--- src/rtl/dafc_pkg.sv ---
package dafc_pkg;

   typedef enum logic [1:0] {
      ACC_LOAD   = 2'd0,
      ACC_STORE  = 2'd1,
      ACC_NFLOAD = 2'd2,
      ACC_LOAD2  = 2'd3
   } acc_kind_e;

   typedef enum logic [1:0] {
      SEL_PRIMARY   = 2'd0,
      SEL_SECONDARY = 2'd1,
      SEL_NUCLEUS   = 2'd2,
      SEL_NUCLEUS2  = 2'd3
   } ctx_sel_e;

   typedef enum logic [1:0] {
      EXC_NONE   = 2'd0,
      EXC_ACCESS = 2'd1,
      EXC_PROT   = 2'd2
   } exc_e;

   typedef struct packed {
      logic nfo;
      logic side_eff;
      logic wr_ok;
      logic priv;
   } attr_t;

   // fault cause vector: [0] privilege, [1] nf-load side effect, [2] no-fault-only
   localparam int FT_W = 3;

   // status word layout
   localparam int ST_W      = 10;
   localparam int ST_VALID  = 0;
   localparam int ST_OVWR   = 1;
   localparam int ST_PRIV   = 2;
   localparam int ST_CTX_LO = 3;
   localparam int ST_WRITE  = 5;
   localparam int ST_NFLD   = 6;
   localparam int ST_FT_LO  = 7;

endpackage

--- src/rtl/dafc_ctx_pick.sv ---
module dafc_ctx_pick
   import dafc_pkg::*;
#(
   parameter int CTX_W = 13
) (
   input  logic [1:0]       sel,
   input  logic [CTX_W-1:0] primary,
   input  logic [CTX_W-1:0] secondary,
   output logic [CTX_W-1:0] ctx_val,
   output logic [1:0]       ctx_type
);

   ctx_sel_e sel_e;
   assign sel_e = ctx_sel_e'(sel);

   always_comb begin
      unique case (sel_e)
         SEL_PRIMARY: begin
            ctx_val  = primary;
            ctx_type = 2'd0;
         end
         SEL_SECONDARY: begin
            ctx_val  = secondary;
            ctx_type = 2'd1;
         end
         default: begin
            ctx_val  = '0;
            ctx_type = 2'd2;
         end
      endcase
   end

endmodule

--- src/rtl/dafc_fault_eval.sv ---
module dafc_fault_eval
   import dafc_pkg::*;
(
   input  attr_t             attr,
   input  logic [1:0]        kind,
   input  logic              user,
   output logic [FT_W-1:0]   ft,
   output logic [1:0]        exc,
   output logic              perm_rd,
   output logic              perm_wr
);

   acc_kind_e kind_e;
   logic      is_nf, is_store, any_acc, prot;

   assign kind_e   = acc_kind_e'(kind);
   assign is_nf    = (kind_e == ACC_NFLOAD);
   assign is_store = (kind_e == ACC_STORE);

   // independent causes, all may be set together
   assign ft[0] = attr.priv & user;
   assign ft[1] = is_nf & attr.side_eff;
   assign ft[2] = ~is_nf & attr.nfo;

   assign any_acc = |ft;
   // write permission is examined only without an access fault
   assign prot    = ~any_acc & is_store & ~attr.wr_ok;

   always_comb begin
      if (any_acc)   exc = EXC_ACCESS;
      else if (prot) exc = EXC_PROT;
      else           exc = EXC_NONE;
   end

   assign perm_rd = ~any_acc & ~prot;
   assign perm_wr = ~any_acc & ~prot & attr.wr_ok;

endmodule

--- src/rtl/dafc_state.sv ---
module dafc_state
   import dafc_pkg::*;
#(
   parameter int VA_W    = 64,
   parameter int CTX_W   = 13,
   parameter bit OUT_REG = 1'b1
) (
   input  logic              clk,
   input  logic              rst_n,
   input  logic              req_valid,
   input  logic [VA_W-1:0]   va,
   input  logic [CTX_W-1:0]  ctx_val,
   input  logic [1:0]        ctx_type,
   input  logic [1:0]        kind,
   input  logic              cpu_priv,
   input  logic [FT_W-1:0]   ft,
   input  logic [1:0]        exc,
   input  logic              perm_rd,
   input  logic              perm_wr,
   input  logic              stat_clr,
   output logic              rsp_valid,
   output logic [1:0]        rsp_exc,
   output logic              rsp_perm_rd,
   output logic              rsp_perm_wr,
   output logic [ST_W-1:0]   stat_q,
   output logic [VA_W-1:0]   far_q,
   output logic [VA_W-1:0]   tag_q
);

   localparam int HI_W = VA_W - CTX_W;

   logic            fault;
   logic [ST_W-1:0] stat_base, stat_new;
   acc_kind_e       kind_e;

   assign kind_e = acc_kind_e'(kind);
   assign fault  = req_valid & (exc != EXC_NONE);

   always_comb begin
      stat_base = stat_q;
      if (stat_clr) stat_base[ST_VALID] = 1'b0;
      stat_new                          = '0;
      stat_new[ST_VALID]                = 1'b1;
      stat_new[ST_OVWR]                 = stat_base[ST_VALID];
      stat_new[ST_PRIV]                 = cpu_priv;
      stat_new[ST_CTX_LO +: 2]          = ctx_type;
      stat_new[ST_WRITE]                = (kind_e == ACC_STORE);
      stat_new[ST_NFLD]                 = (kind_e == ACC_NFLOAD);
      stat_new[ST_FT_LO +: FT_W]        = ft;
   end

   always_ff @(posedge clk or negedge rst_n) begin
      if (!rst_n) begin
         stat_q <= '0;
         far_q  <= '0;
         tag_q  <= '0;
      end else if (fault) begin
         stat_q <= stat_new;
         far_q  <= va;
         tag_q  <= {va[VA_W-1 -: HI_W], ctx_val};
      end else begin
         stat_q <= stat_base;
      end
   end

   generate
      if (OUT_REG) begin : g_reg_rsp
         always_ff @(posedge clk or negedge rst_n) begin
            if (!rst_n) begin
               rsp_valid   <= 1'b0;
               rsp_exc     <= EXC_NONE;
               rsp_perm_rd <= 1'b0;
               rsp_perm_wr <= 1'b0;
            end else begin
               rsp_valid   <= req_valid;
               rsp_exc     <= req_valid ? exc     : EXC_NONE;
               rsp_perm_rd <= req_valid & perm_rd;
               rsp_perm_wr <= req_valid & perm_wr;
            end
         end
      end else begin : g_comb_rsp
         assign rsp_valid   = req_valid;
         assign rsp_exc     = req_valid ? exc : EXC_NONE;
         assign rsp_perm_rd = req_valid & perm_rd;
         assign rsp_perm_wr = req_valid & perm_wr;
      end
   endgenerate


   stat_valid_after_fault_chk: assert property (@(posedge clk) disable iff (!rst_n)
      fault |=> stat_q[ST_VALID]);


   stat_hold_chk: assert property (@(posedge clk) disable iff (!rst_n)
      (!fault && !stat_clr) |=> $stable(stat_q));


   far_hold_chk: assert property (@(posedge clk) disable iff (!rst_n)
      !fault |=> ($stable(far_q) && $stable(tag_q)));


   clr_only_valid_chk: assert property (@(posedge clk) disable iff (!rst_n)
      (stat_clr && !fault) |=> (!stat_q[ST_VALID] &&
                                stat_q[ST_W-1:1] == $past(stat_q[ST_W-1:1])));

endmodule

--- src/rtl/dacc_fault_classifier.sv ---
module dacc_fault_classifier
   import dafc_pkg::*;
#(
   parameter int VA_W    = 64,
   parameter int CTX_W   = 13,
   parameter bit OUT_REG = 1'b1
) (
   input  logic              clk,
   input  logic              rst_n,
   input  logic              req_valid,
   input  logic [VA_W-1:0]   va,
   input  logic              attr_priv,
   input  logic              attr_wr_ok,
   input  logic              attr_side_eff,
   input  logic              attr_nfo,
   input  logic [1:0]        acc_kind,
   input  logic              acc_user,
   input  logic              cpu_priv,
   input  logic [1:0]        ctx_sel,
   input  logic [CTX_W-1:0]  ctx_primary,
   input  logic [CTX_W-1:0]  ctx_secondary,
   input  logic              stat_clr,
   output logic              rsp_valid,
   output logic [1:0]        rsp_exc,
   output logic              rsp_perm_rd,
   output logic              rsp_perm_wr,
   output logic [9:0]        stat_word,
   output logic [VA_W-1:0]   fault_addr,
   output logic [VA_W-1:0]   tag_access
);

   generate
      if (CTX_W < 1 || CTX_W >= VA_W) begin : g_bad_ctx
         $error("CTX_W must be between 1 and VA_W-1");
      end
      if (ST_W != 10) begin : g_bad_st
         $error("status word width mismatch");
      end
   endgenerate

   attr_t            attr;
   logic [CTX_W-1:0] ctx_val;
   logic [1:0]       ctx_type;
   logic [FT_W-1:0]  ft;
   logic [1:0]       exc;
   logic             perm_rd, perm_wr;

   assign attr = '{nfo: attr_nfo, side_eff: attr_side_eff,
                   wr_ok: attr_wr_ok, priv: attr_priv};

   dafc_ctx_pick #(.CTX_W(CTX_W)) u_ctx (
      .sel       (ctx_sel),
      .primary   (ctx_primary),
      .secondary (ctx_secondary),
      .ctx_val   (ctx_val),
      .ctx_type  (ctx_type)
   );

   dafc_fault_eval u_eval (
      .attr    (attr),
      .kind    (acc_kind),
      .user    (acc_user),
      .ft      (ft),
      .exc     (exc),
      .perm_rd (perm_rd),
      .perm_wr (perm_wr)
   );

   dafc_state #(.VA_W(VA_W), .CTX_W(CTX_W), .OUT_REG(OUT_REG)) u_state (
      .clk         (clk),
      .rst_n       (rst_n),
      .req_valid   (req_valid),
      .va          (va),
      .ctx_val     (ctx_val),
      .ctx_type    (ctx_type),
      .kind        (acc_kind),
      .cpu_priv    (cpu_priv),
      .ft          (ft),
      .exc         (exc),
      .perm_rd     (perm_rd),
      .perm_wr     (perm_wr),
      .stat_clr    (stat_clr),
      .rsp_valid   (rsp_valid),
      .rsp_exc     (rsp_exc),
      .rsp_perm_rd (rsp_perm_rd),
      .rsp_perm_wr (rsp_perm_wr),
      .stat_q      (stat_word),
      .far_q       (fault_addr),
      .tag_q       (tag_access)
   );


   no_perm_on_fault_chk: assert property (@(posedge clk) disable iff (!rst_n)
      (rsp_exc != EXC_NONE) |-> (!rsp_perm_rd && !rsp_perm_wr));


   prot_no_cause_chk: assert property (@(posedge clk) disable iff (!rst_n)
      (rsp_exc == EXC_PROT) |-> (stat_word[ST_FT_LO +: FT_W] == '0 && stat_word[ST_WRITE]));


   access_has_cause_chk: assert property (@(posedge clk) disable iff (!rst_n)
      (rsp_exc == EXC_ACCESS) |-> (stat_word[ST_FT_LO +: FT_W] != '0 && stat_word[ST_VALID]));

endmodule

--- config.mk ---
export PLATFORM = sky130hd
export DESIGN_NAME = dacc_fault_classifier
export DESIGN_NICKNAME = d
export VERILOG_FILES = /design/src/rtl/dafc_pkg.sv /design/src/rtl/dafc_ctx_pick.sv /design/src/rtl/dafc_fault_eval.sv /design/src/rtl/dafc_state.sv /design/src/rtl/dacc_fault_classifier.sv
export SDC_FILE = /design/constraint.sdc
export NUM_CORES = 1
export LEC_CHECK = 0
export BUFFER_PORTS_ARGS = -buffer_cell sky130_fd_sc_hd__clkbuf_2
export CORE_MARGIN = 2
export CORE_UTILIZATION = 48
export CTS_BUF_LIST = sky130_fd_sc_hd__clkbuf_4 sky130_fd_sc_hd__clkbuf_8
export CTS_CLUSTER_DIAMETER = 200
export CTS_CLUSTER_SIZE = 10
export DETAILED_ROUTE_END_ITERATION = 10
export PLACE_DENSITY = 0.84
export SYNTH_ARGS = -nofsm -noshare
export SYNTH_HDL_FRONTEND = slang
export SYNTH_SLANG_ARGS = --single-unit
--- constraint.sdc ---
create_clock -name clk -period 1.9 [get_ports clk]
set_input_delay 0.095 -clock clk [delete_from_list [all_inputs] [get_ports clk]]
set_output_delay 0.095 -clock clk [all_outputs]
set_load 0.005 [all_outputs]
-- Word level (Yosys, flattened, before mapping)
Cells that the tools add are included.
- equality and inequality tests: 3
- bitwise operators: 14
- reduce and logical (&&, ||, !) cells: 3
- mux-type cells: 7
- operator list (operator ; count):
    one-hot mux 13 bit (2 select lines) ; 1
    bitwise AND 1 bit ; 10
    two-way mux 2 bit ; 3
    equality test 2 x 1 -> 1 bit, second input constant ; 2
    NOT 1 bit ; 4
    one-hot mux 2 bit (2 select lines) ; 1
    OR reduction 3 bit ; 1
    equality test 2 bit, second input constant ; 1
    zero test 2 bit ; 1
    two-way mux 1 bit ; 2
    nonzero test 2 bit ; 1
- register bits: 143
- bits of input ports: 104
- logic and storage cells: 35
- output and inout bits: 143

-- Longest topological paths before layout
Gate-level depths: netlist of run 1.
- depth after elaboration: 12
- mapped depth: 7
- mapped depth without buffers: 4

-- By module
A second synthesis of run 1 with hierarchy kept.
- cells, all modules: 298
- area total of the unflattened synthesis: 4159.0 µm²
- modules (own cells, without submodules) (module ; seq. area each (µm²) ; instances ; area each (µm²) ; cells an instance):
    dafc_state ; 2302.2 ; 1 ; 3849.9 ; 256
    dafc_ctx_pick ; 0.0 ; 1 ; 225.2 ; 31
    dafc_fault_eval ; 0.0 ; 1 ; 83.8 ; 11

-- Least setup slack after synthesis of run 1
OpenSTA, ideal clock, no wires.
- path type: input-to-reg
- start: in acc_kind[0]
- end: reg u_state.stat_q[2]
- library setup time: 0.127 ns
- data required time: 1.773 ns
- buffers on the path: 3
- arrival time: 1.447 ns
- cell stages on the path: 7
- path slack: 0.326 ns
- cells stage by stage: nand2b_1 -> a211oi_4 -> a21o_1 -> buf_2 -> buf_6 -> buf_6 -> mux2_1
- cells in the longest elaborated chain, start to end: 11
- elaborated cells between the ends (all ways): 13
- those cells by class: eq/ne (2); mux (2); bitwise (7); reduce/logical (2)
- ends and longest elaborated chain (element ; RTL line ; source):
    start: declaration ; dacc_fault_classifier.sv:16 ; input logic [1:0] acc_kind,
    equality test 2 bit ; dafc_fault_eval.sv:17 ; assign is_nf = (kind_e == ACC_NFLOAD);
    NOT 1 bit ; dafc_fault_eval.sv:23 ; assign ft[2] = ~is_nf & attr.nfo;
    bitwise AND 1 bit ; dafc_fault_eval.sv:23 ;
    OR reduction 3 bit ; dafc_fault_eval.sv:25 ; assign any_acc = |ft;
    NOT 1 bit ; dafc_fault_eval.sv:27 ; assign prot = ~any_acc & is_store & ~attr.wr_ok;
    bitwise AND 1 bit (2 in series) ; dafc_fault_eval.sv:27 ;
    two-way mux 2 bit ; dafc_fault_eval.sv:31 ; else if (prot) exc = EXC_PROT;
    two-way mux 2 bit * ; dafc_fault_eval.sv:30 ; if (any_acc) exc = EXC_ACCESS;
    nonzero test 2 bit * ; dafc_state.sv:37 ; assign fault = req_valid & (exc != EXC_NONE);
    bitwise AND 1 bit * ; dafc_state.sv:37 ;
    end signal: assignment ; dafc_state.sv:58 ; stat_q <= stat_new;
    end signal: assignment ; dafc_state.sv:62 ; stat_q <= stat_base;
    end: declaration ; dafc_state.sv:25 ; output logic [ST_W-1:0] stat_q,
Every way passes the cells marked *; elsewhere a longest branch is shown, timed or not.
A chain may end at the register's enable or synchronous reset.

-- Worst setup path in the final report of run 1
- start: in req_valid
- end: reg u_state.tag_q[11]
- cells in the longest elaborated chain, start to end: 1
- ends and longest elaborated chain (element ; RTL line ; source):
    start: declaration ; dacc_fault_classifier.sv:10 ; input logic req_valid,
    bitwise AND 1 bit ; dafc_state.sv:37 ;
    end signal: assignment ; dafc_state.sv:60 ; tag_q <= {va[VA_W-1 -: HI_W], ctx_val};
    end: declaration ; dafc_state.sv:27 ; output logic [VA_W-1:0] tag_q
No other way between the ends.

==> results of run 1 <==
==> cell usage in the layout, fill, tap and decap left out, types with 2 or more instances in the layout <==
cell type and count:
and3_1 2, mux2_2 55, dlygate4sd3_1 67, nand2b_1 2, dfrtp_1 92, a22o_1 3
mux2_1 5, nand2_1 3, inv_1 3, clkbuf_2 245, clkbuf_8 10, mux2_4 20
nor2_1 4, buf_12 3, bufinv_16 2, clkinv_4 2, a32o_1 14
==> power by group through the flow <==
stage          clock, mW  sequential, mW  combinational [mW]
4_1_cts             1.50            2.47                1.34
3_5_place_dp           0            2.51                1.23
6_report            1.46            2.48                1.34
3_3_place_gp           0            2.49                1.20
5_1_grt             1.60            2.53                1.45
2_1_floorplan          0            2.50               0.795
==> area by class of cell <==
type | count | area (um2) | share of cell area (%)
Tap cell | 105 | 131.4 | 2.219
Sequential cell | 92 | 2302 | 38.88
Timing Repair Buffer | 316 | 1964 | 33.18
Multi-Input combinational cell | 117 | 1281 | 21.64
Clock inverter | 5 | 85.08 | 1.437
Clock buffer | 11 | 145.1 | 2.451
Inverter | 3 | 11.26 | 0.1902
==> registers in the layout, indices dropped and copies added (netlist names) <==
name and cells:
u_state.far_q 13, u_state.rsp_exc 2, u_state.rsp_perm_rd 1, u_state.rsp_perm_wr 1, u_state.rsp_valid 1, u_state.stat_q 10, u_state.tag_q 64
==> per-stage QoR <==
| stage | hold slack, ns | util, % | std cells | instance area, um2 | power [mW] |
|---|---|---|---|---|---|
| 2_1_floorplan | -0.2006 | - | 286 | 4158 | 3.297 |
| 3_3_place_gp | 0.1131 | 60.49 | 566 | 5020 | 3.684 |
| 3_5_place_dp | 0.1150 | 60.49 | 566 | 5020 | 3.741 |
| 4_1_cts | 0.008920 | 71.34 | 649 | 5921 | 5.319 |
| 5_1_grt | 0.01862 | 71.34 | 649 | 5921 | 5.574 |
| 6_report | 0.02268 | 71.34 | 649 | 5921 | 5.289 |
==> worst max-delay path, stage by stage <==
cell	delay, ns
dlygate4sd3_1	0.52
clkbuf_2	0.23
inv_1	0.12
nor2_1	0.68
a32o_1	0.28
==> cells by family after synthesis <==
family | count (synthesis)
flip-flops | 92
multiplexers | 81
buffers and inverters | 77
AO/OA/AOI/OAI | 21
AND/OR/NAND/NOR | 15
==> routing by layer <==
metal / wire length [um] / vias up / GRT usage, %
met5: 0 / - / 0
met4: 246 / 0 / 8.451
met3: 775 / 20 / 6.403
met2: 5538 / 155 / 39.58
met1: 3839 / 1513 / 25.38
li1: - / 1437 / -
==> worst paths after layout <==
path / start / endpoint / slack [ns] / depth (start not counted)
setup / recovery: req_valid / u_state.tag_q[11]$_DFFE_PN0P_ / 0.24 / 5
hold / removal: attr_wr_ok / u_state.rsp_perm_wr$_DFF_PN0_ / 0.02 / 2
setup reg to reg: u_state.stat_q[0]$_DFF_PN0_ / u_state.stat_q[1]$_DFFE_PN0P_ / 1.00 / 2
hold reg to reg: u_state.tag_q[7]$_DFFE_PN0P_ / u_state.tag_q[7]$_DFFE_PN0P_ / 0.50 / 1
max in group asynchronous: rst_n / u_state.rsp_exc[0]$_DFF_PN0_ / 0.97 / 3
min in group asynchronous: rst_n / u_state.far_q[9]$_DFFE_PN0P_ / 0.26 / 2
==> impl_metrics.py, run 1 <==
metrics = {
    "floorplanning": {
        "die_h_um": 97.07,
        "core-area_um2": 8299,
        "placementRows": 33,
        "die_w_um": 97.07,
        "die-area_um2": 9423,
        "start_util_pct": 50.10,
        "pin_count": 247,
    },
    "logic_synthesis": {
        "synthAdderAreaFrac_pct": 0,
        "syn_inst": 286,
        "synth_top_family_by_area": "multiplexers",
        "async_reset_ff_share_pct": 100.0,
        "syn_nets": 390,
        "synth_compound_area_share_pct": 5.026,
        "ys.flop_type": "dfrtp_1",
        "synth-edff-count": 0,
        "synth_warnings": 0,
        "synth_area_um2": 4158,
        "yosysSeqAreaShare_pct": 55.37,
        "avgSynthCellArea_um2": 14.54,
        "synthSimpleGateAreaFrac_pct": 1.896,
        "synth_xor_area_share_pct": 0,
        "synth.ff_latch_count": 92,
        "synth_area_leader_cell": "dfrtp_1",
        "yosysTopAreaCellShare_pct": 55.37,
        "synth_common_cells": "dfrtp_1 (92), buf_4 (65), mux2_2 (55)",
        "synth_mux_area_share_pct": 23.71,
        "yosys.cell_count.top_type": "dfrtp_1",
        "ys_top_cells_by_area": "dfrtp_1 (55%), mux2_2 (15%), buf_4 (12%)",
        "synth.distinct_cells": 24,
    },
    "detailed_routing": {
        "wl_per_cell_um": 16.02,
        "drc": 0,
        "drtIter0Drc": 66,
        "vias": 3125,
        "drt-vias-per-instance": 4.815,
        "first_pass_iters": 4,
        "postRouteWirelength_um": 10400,
        "postRouteAntennaNets": 0,
    },
    "global_route": {
        "grt_pass1_wl_um": 16820,
        "grt_pass1_vias": 3294,
        "grt_start_max_net_pins": 51,
        "overflow": 0,
        "grt.total_usage_pct": 22.28,
        "antenna_found_initial": 0,
    },
    "timing": {
        "max_freq_ghz": 0.6024,
        "maxSlewViolCount": 0,
        "hold_viol_final": 0,
        "worst_pin_slew_ns": 0.8627,
        "period_share_pct": 87.37,
        "setup_tns_ns": 0,
        "worst_slack_ns": 0.2400,
        "min_period_ns": 1.660,
        "setup_viol": 0,
        "grt_setup_unrepaired": "false",
        "fin_skew_ns": 0.00004341,
        "slew_headroom_pct": 42.27,
    },
    "clock_tree": {
        "ctsHoldBuffers": 67,
        "ctsRootBufferMaster": "clkbuf_8",
        "h-tree-depth": 3,
        "tritoncts": "yes",
        "cts_buffer_depth": 2,
        "clk_latency_ns": 0.33,
        "cts_setup_buffers": 0,
        "post_cts_resized": 0,
        "numCtsBuffers": 9,
        "path_clk_slew_ns": 0.08,
        "cts.sinks": 92,
    },
    "power_and_ir_drop": {
        "clockPowerShare_pct": 27.7,
        "power.density_nw_per_um2": 893.3,
        "p_int_mw": 3.864,
        "pwr-share-comb_pct": 25.4,
        "power_switching_mw": 1.425,
        "p_leak_nw": 3.102,
        "ir_worst_vdd_v": 0.0004827,
        "swShare_pct": 26.95,
        "seqPwrFrac_pct": 47.0,
    },
    "setup_path": {
        "worstPathArrival_ns": 1.94,
        "crit_fanout": 13,
        "worstSetupPathType": "input port to register",
        "cp-end-kind": "register",
        "cp.required_ns": 2.18,
        "cp-start-kind": "input port",
    },
    "job": {
        "cap_violations": 0,
    },
    "finish": {
        "drive_above_1_share_pct": 62.87,
        "area_growth_pct": 42.40,
        "antennaDiodeCount": 0,
        "final_nets": 643,
        "n_fill_cell": 563,
    },
    "placed_design": {
        "io_buffers": 246,
        "gp_congestion": 0.7482,
        "hpwl_um": 6948,
        "place_worst_setup_slack_ns": 0.1411,
    },
    "hold_path": {
        "hp-class": "input port to register",
    },
    "status": {
        "status": "finished clean",
    },
}
Power figures use the tool's default switching activity.
==> inputs of run 2 (changes only) <==
--- a/config.mk
+++ b/config.mk
@@ -6,7 +6,6 @@
 export NUM_CORES = 1
 export LEC_CHECK = 0
 export BUFFER_PORTS_ARGS = -buffer_cell sky130_fd_sc_hd__clkbuf_2
-export CORE_MARGIN = 2
 export CORE_UTILIZATION = 48
 export CTS_BUF_LIST = sky130_fd_sc_hd__clkbuf_4 sky130_fd_sc_hd__clkbuf_8
 export CTS_CLUSTER_DIAMETER = 200
==> run 2 against run 1 <==
Against the previous run:
- worst setup slack improved by 0.035 ns
- flip-flop and latch count did not move
- via count down 0.67%
- sequential power hardly changed
- first-iteration DRC count is 35% lower
- highest routed layer unchanged
==> impl_metrics.py, run 2 (synthesis gave the netlist of run 1 again) <==
metrics = {
    "floorplanning": {
        "start_util_pct": 50.10,
        "die_w_um": 95.07,
        "pin_count": 247,
        "placementRows": 33,
        "die_h_um": 95.07,
        "die-area_um2": 9038,
        "core-area_um2": 8299,
    },
    "clock_tree": {
        "cts.sinks": 92,
        "post_cts_resized": 0,
        "cts_buffer_depth": 2,
        "cts_setup_buffers": 0,
        "ctsRootBufferMaster": "clkbuf_8",
        "numCtsBuffers": 9,
        "tritoncts": "yes",
        "clk_latency_ns": 0.33,
        "path_clk_slew_ns": 0.09,
        "ctsHoldBuffers": 67,
        "h-tree-depth": 3,
    },
    "detailed_routing": {
        "drt-vias-per-instance": 4.775,
        "postRouteAntennaNets": 0,
        "drc": 0,
        "wl_per_cell_um": 15.57,
        "vias": 3104,
        "postRouteWirelength_um": 10120,
        "first_pass_iters": 4,
        "drtIter0Drc": 43,
    },
    "power_and_ir_drop": {
        "ir_worst_vdd_v": 0.0005043,
        "power.density_nw_per_um2": 883.7,
        "p_leak_nw": 3.100,
    },
    "setup_path": {
        "worstSetupPathType": "input port to register",
        "cp-end-kind": "register",
        "cp.required_ns": 2.17,
        "worstPathArrival_ns": 1.90,
        "crit_fanout": 13,
        "cp-start-kind": "input port",
    },
    "status": {
        "status": "finished clean",
    },
    "finish": {
        "largest_reg_flops": 64,
        "drive_above_1_share_pct": 62.94,
        "area_growth_pct": 42.34,
        "antennaDiodeCount": 0,
        "largest-register": "u_state.tag_q",
        "reg.largest.list": "u_state.tag_q: 64 flops, u_state.far_q: 13 flops, u_state.stat_q: 10 flops",
        "final_cell_mix": "clkbuf_2 (245), dfrtp_1 (92), dlygate4sd3_1 (67), mux2_2 (55), mux2_4 (20)",
        "final_nets": 644,
        "final_common_cell": "clkbuf_2",
        "fin_area_um2": 5918,
    },
    "hold_path": {
        "hp-class": "input port to register",
    },
    "global_route": {
        "grt_start_max_net_pins": 52,
        "overflow": 0,
        "grt_pass1_wl_um": 14970,
        "grt_pass1_vias": 3128,
        "antenna_found_initial": 0,
        "grt.total_usage_pct": 22.08,
    },
    "placed_design": {
        "io_buffers": 246,
        "hpwl_um": 6685,
        "place_area_um2": 5027,
        "gp_congestion": 0.7331,
    },
    "timing": {
        "grt_setup_unrepaired": "false",
        "min_period_ns": 1.625,
        "hold_viol_final": 0,
        "setup_viol": 0,
        "setup_tns_ns": 0,
        "slew_headroom_pct": 45.35,
        "maxSlewViolCount": 0,
        "period_share_pct": 85.52,
        "worst_pin_slew_ns": 0.8168,
        "fin_skew_ns": 0.002915,
        "max_freq_ghz": 0.6154,
    },
    "job": {
        "cap_violations": 0,
    },
}
[run 2: cell type report]
cell class                      instances  area [um2]
Multi-Input combinational cell        117        1281
Clock buffer                           10       131.4
Sequential cell                        92        2302
Inverter                                3       11.26
Clock inverter                          6       88.84
Tap cell                              105       131.4
Fill cell                             582        2381
Timing Repair Buffer                  317        1972
[run 2: per-stage QoR]
step / setup WS (ns) / utilization [%] / instances / power (mW) / hold WS [ns]
after floorplan: 0.3260 / - / 286 / 3.297 / -0.2006
after global routing: 0.2075 / 71.31 / 650 / 5.525 / 0.01521
final: 0.2751 / 71.31 / 650 / 5.230 / 0.03711
after global placement: 0.2187 / 60.58 / 567 / 3.672 / 0.07949
after CTS: 0.3011 / 71.31 / 650 / 5.281 / 0.02069
after detailed placement: 0.1665 / 60.58 / 567 / 3.730 / 0.08947
[run 2: where the power goes]
group,internal [mW],switching (mW)
Clock,0.757,0.665
Sequential,2.26,0.221
Combinational,0.807,0.520
Total,3.82,1.41
[run 2: per-layer routing]
metal	vias up	routed length [um]	track usage (%)
met2	158	5531	41.49
met1	1497	3773	23.73
li1	1437	-	-
met5	-	0	0
met3	12	664	4.864
met4	0	152	8.838
[run 2: path summary, 6_finish.rpt]
path                                          startpoint                             to  slack (ns)  cells past startpoint
max in group asynchronous                          rst_n  u_state.tag_q[44]$_DFFE_PN0P_        0.92                      3
min                                           attr_wr_ok  u_state.rsp_perm_wr$_DFF_PN0_        0.04                      2
min in group asynchronous                          rst_n  u_state.tag_q[22]$_DFFE_PN0P_        0.28                      2
min reg2reg                u_state.tag_q[12]$_DFFE_PN0P_  u_state.tag_q[12]$_DFFE_PN0P_        0.51                      1
max                                            req_valid   u_state.tag_q[3]$_DFFE_PN0P_        0.28                      5
max reg2reg                  u_state.stat_q[0]$_DFF_PN0_  u_state.stat_q[1]$_DFFE_PN0P_        1.01                      2
[run 2: worst max-delay path, stage by stage]
cell,delay [ns]
dlygate4sd3_1,0.52
clkbuf_2,0.23
inv_1,0.11
nor2_1,0.65
a32o_1,0.29
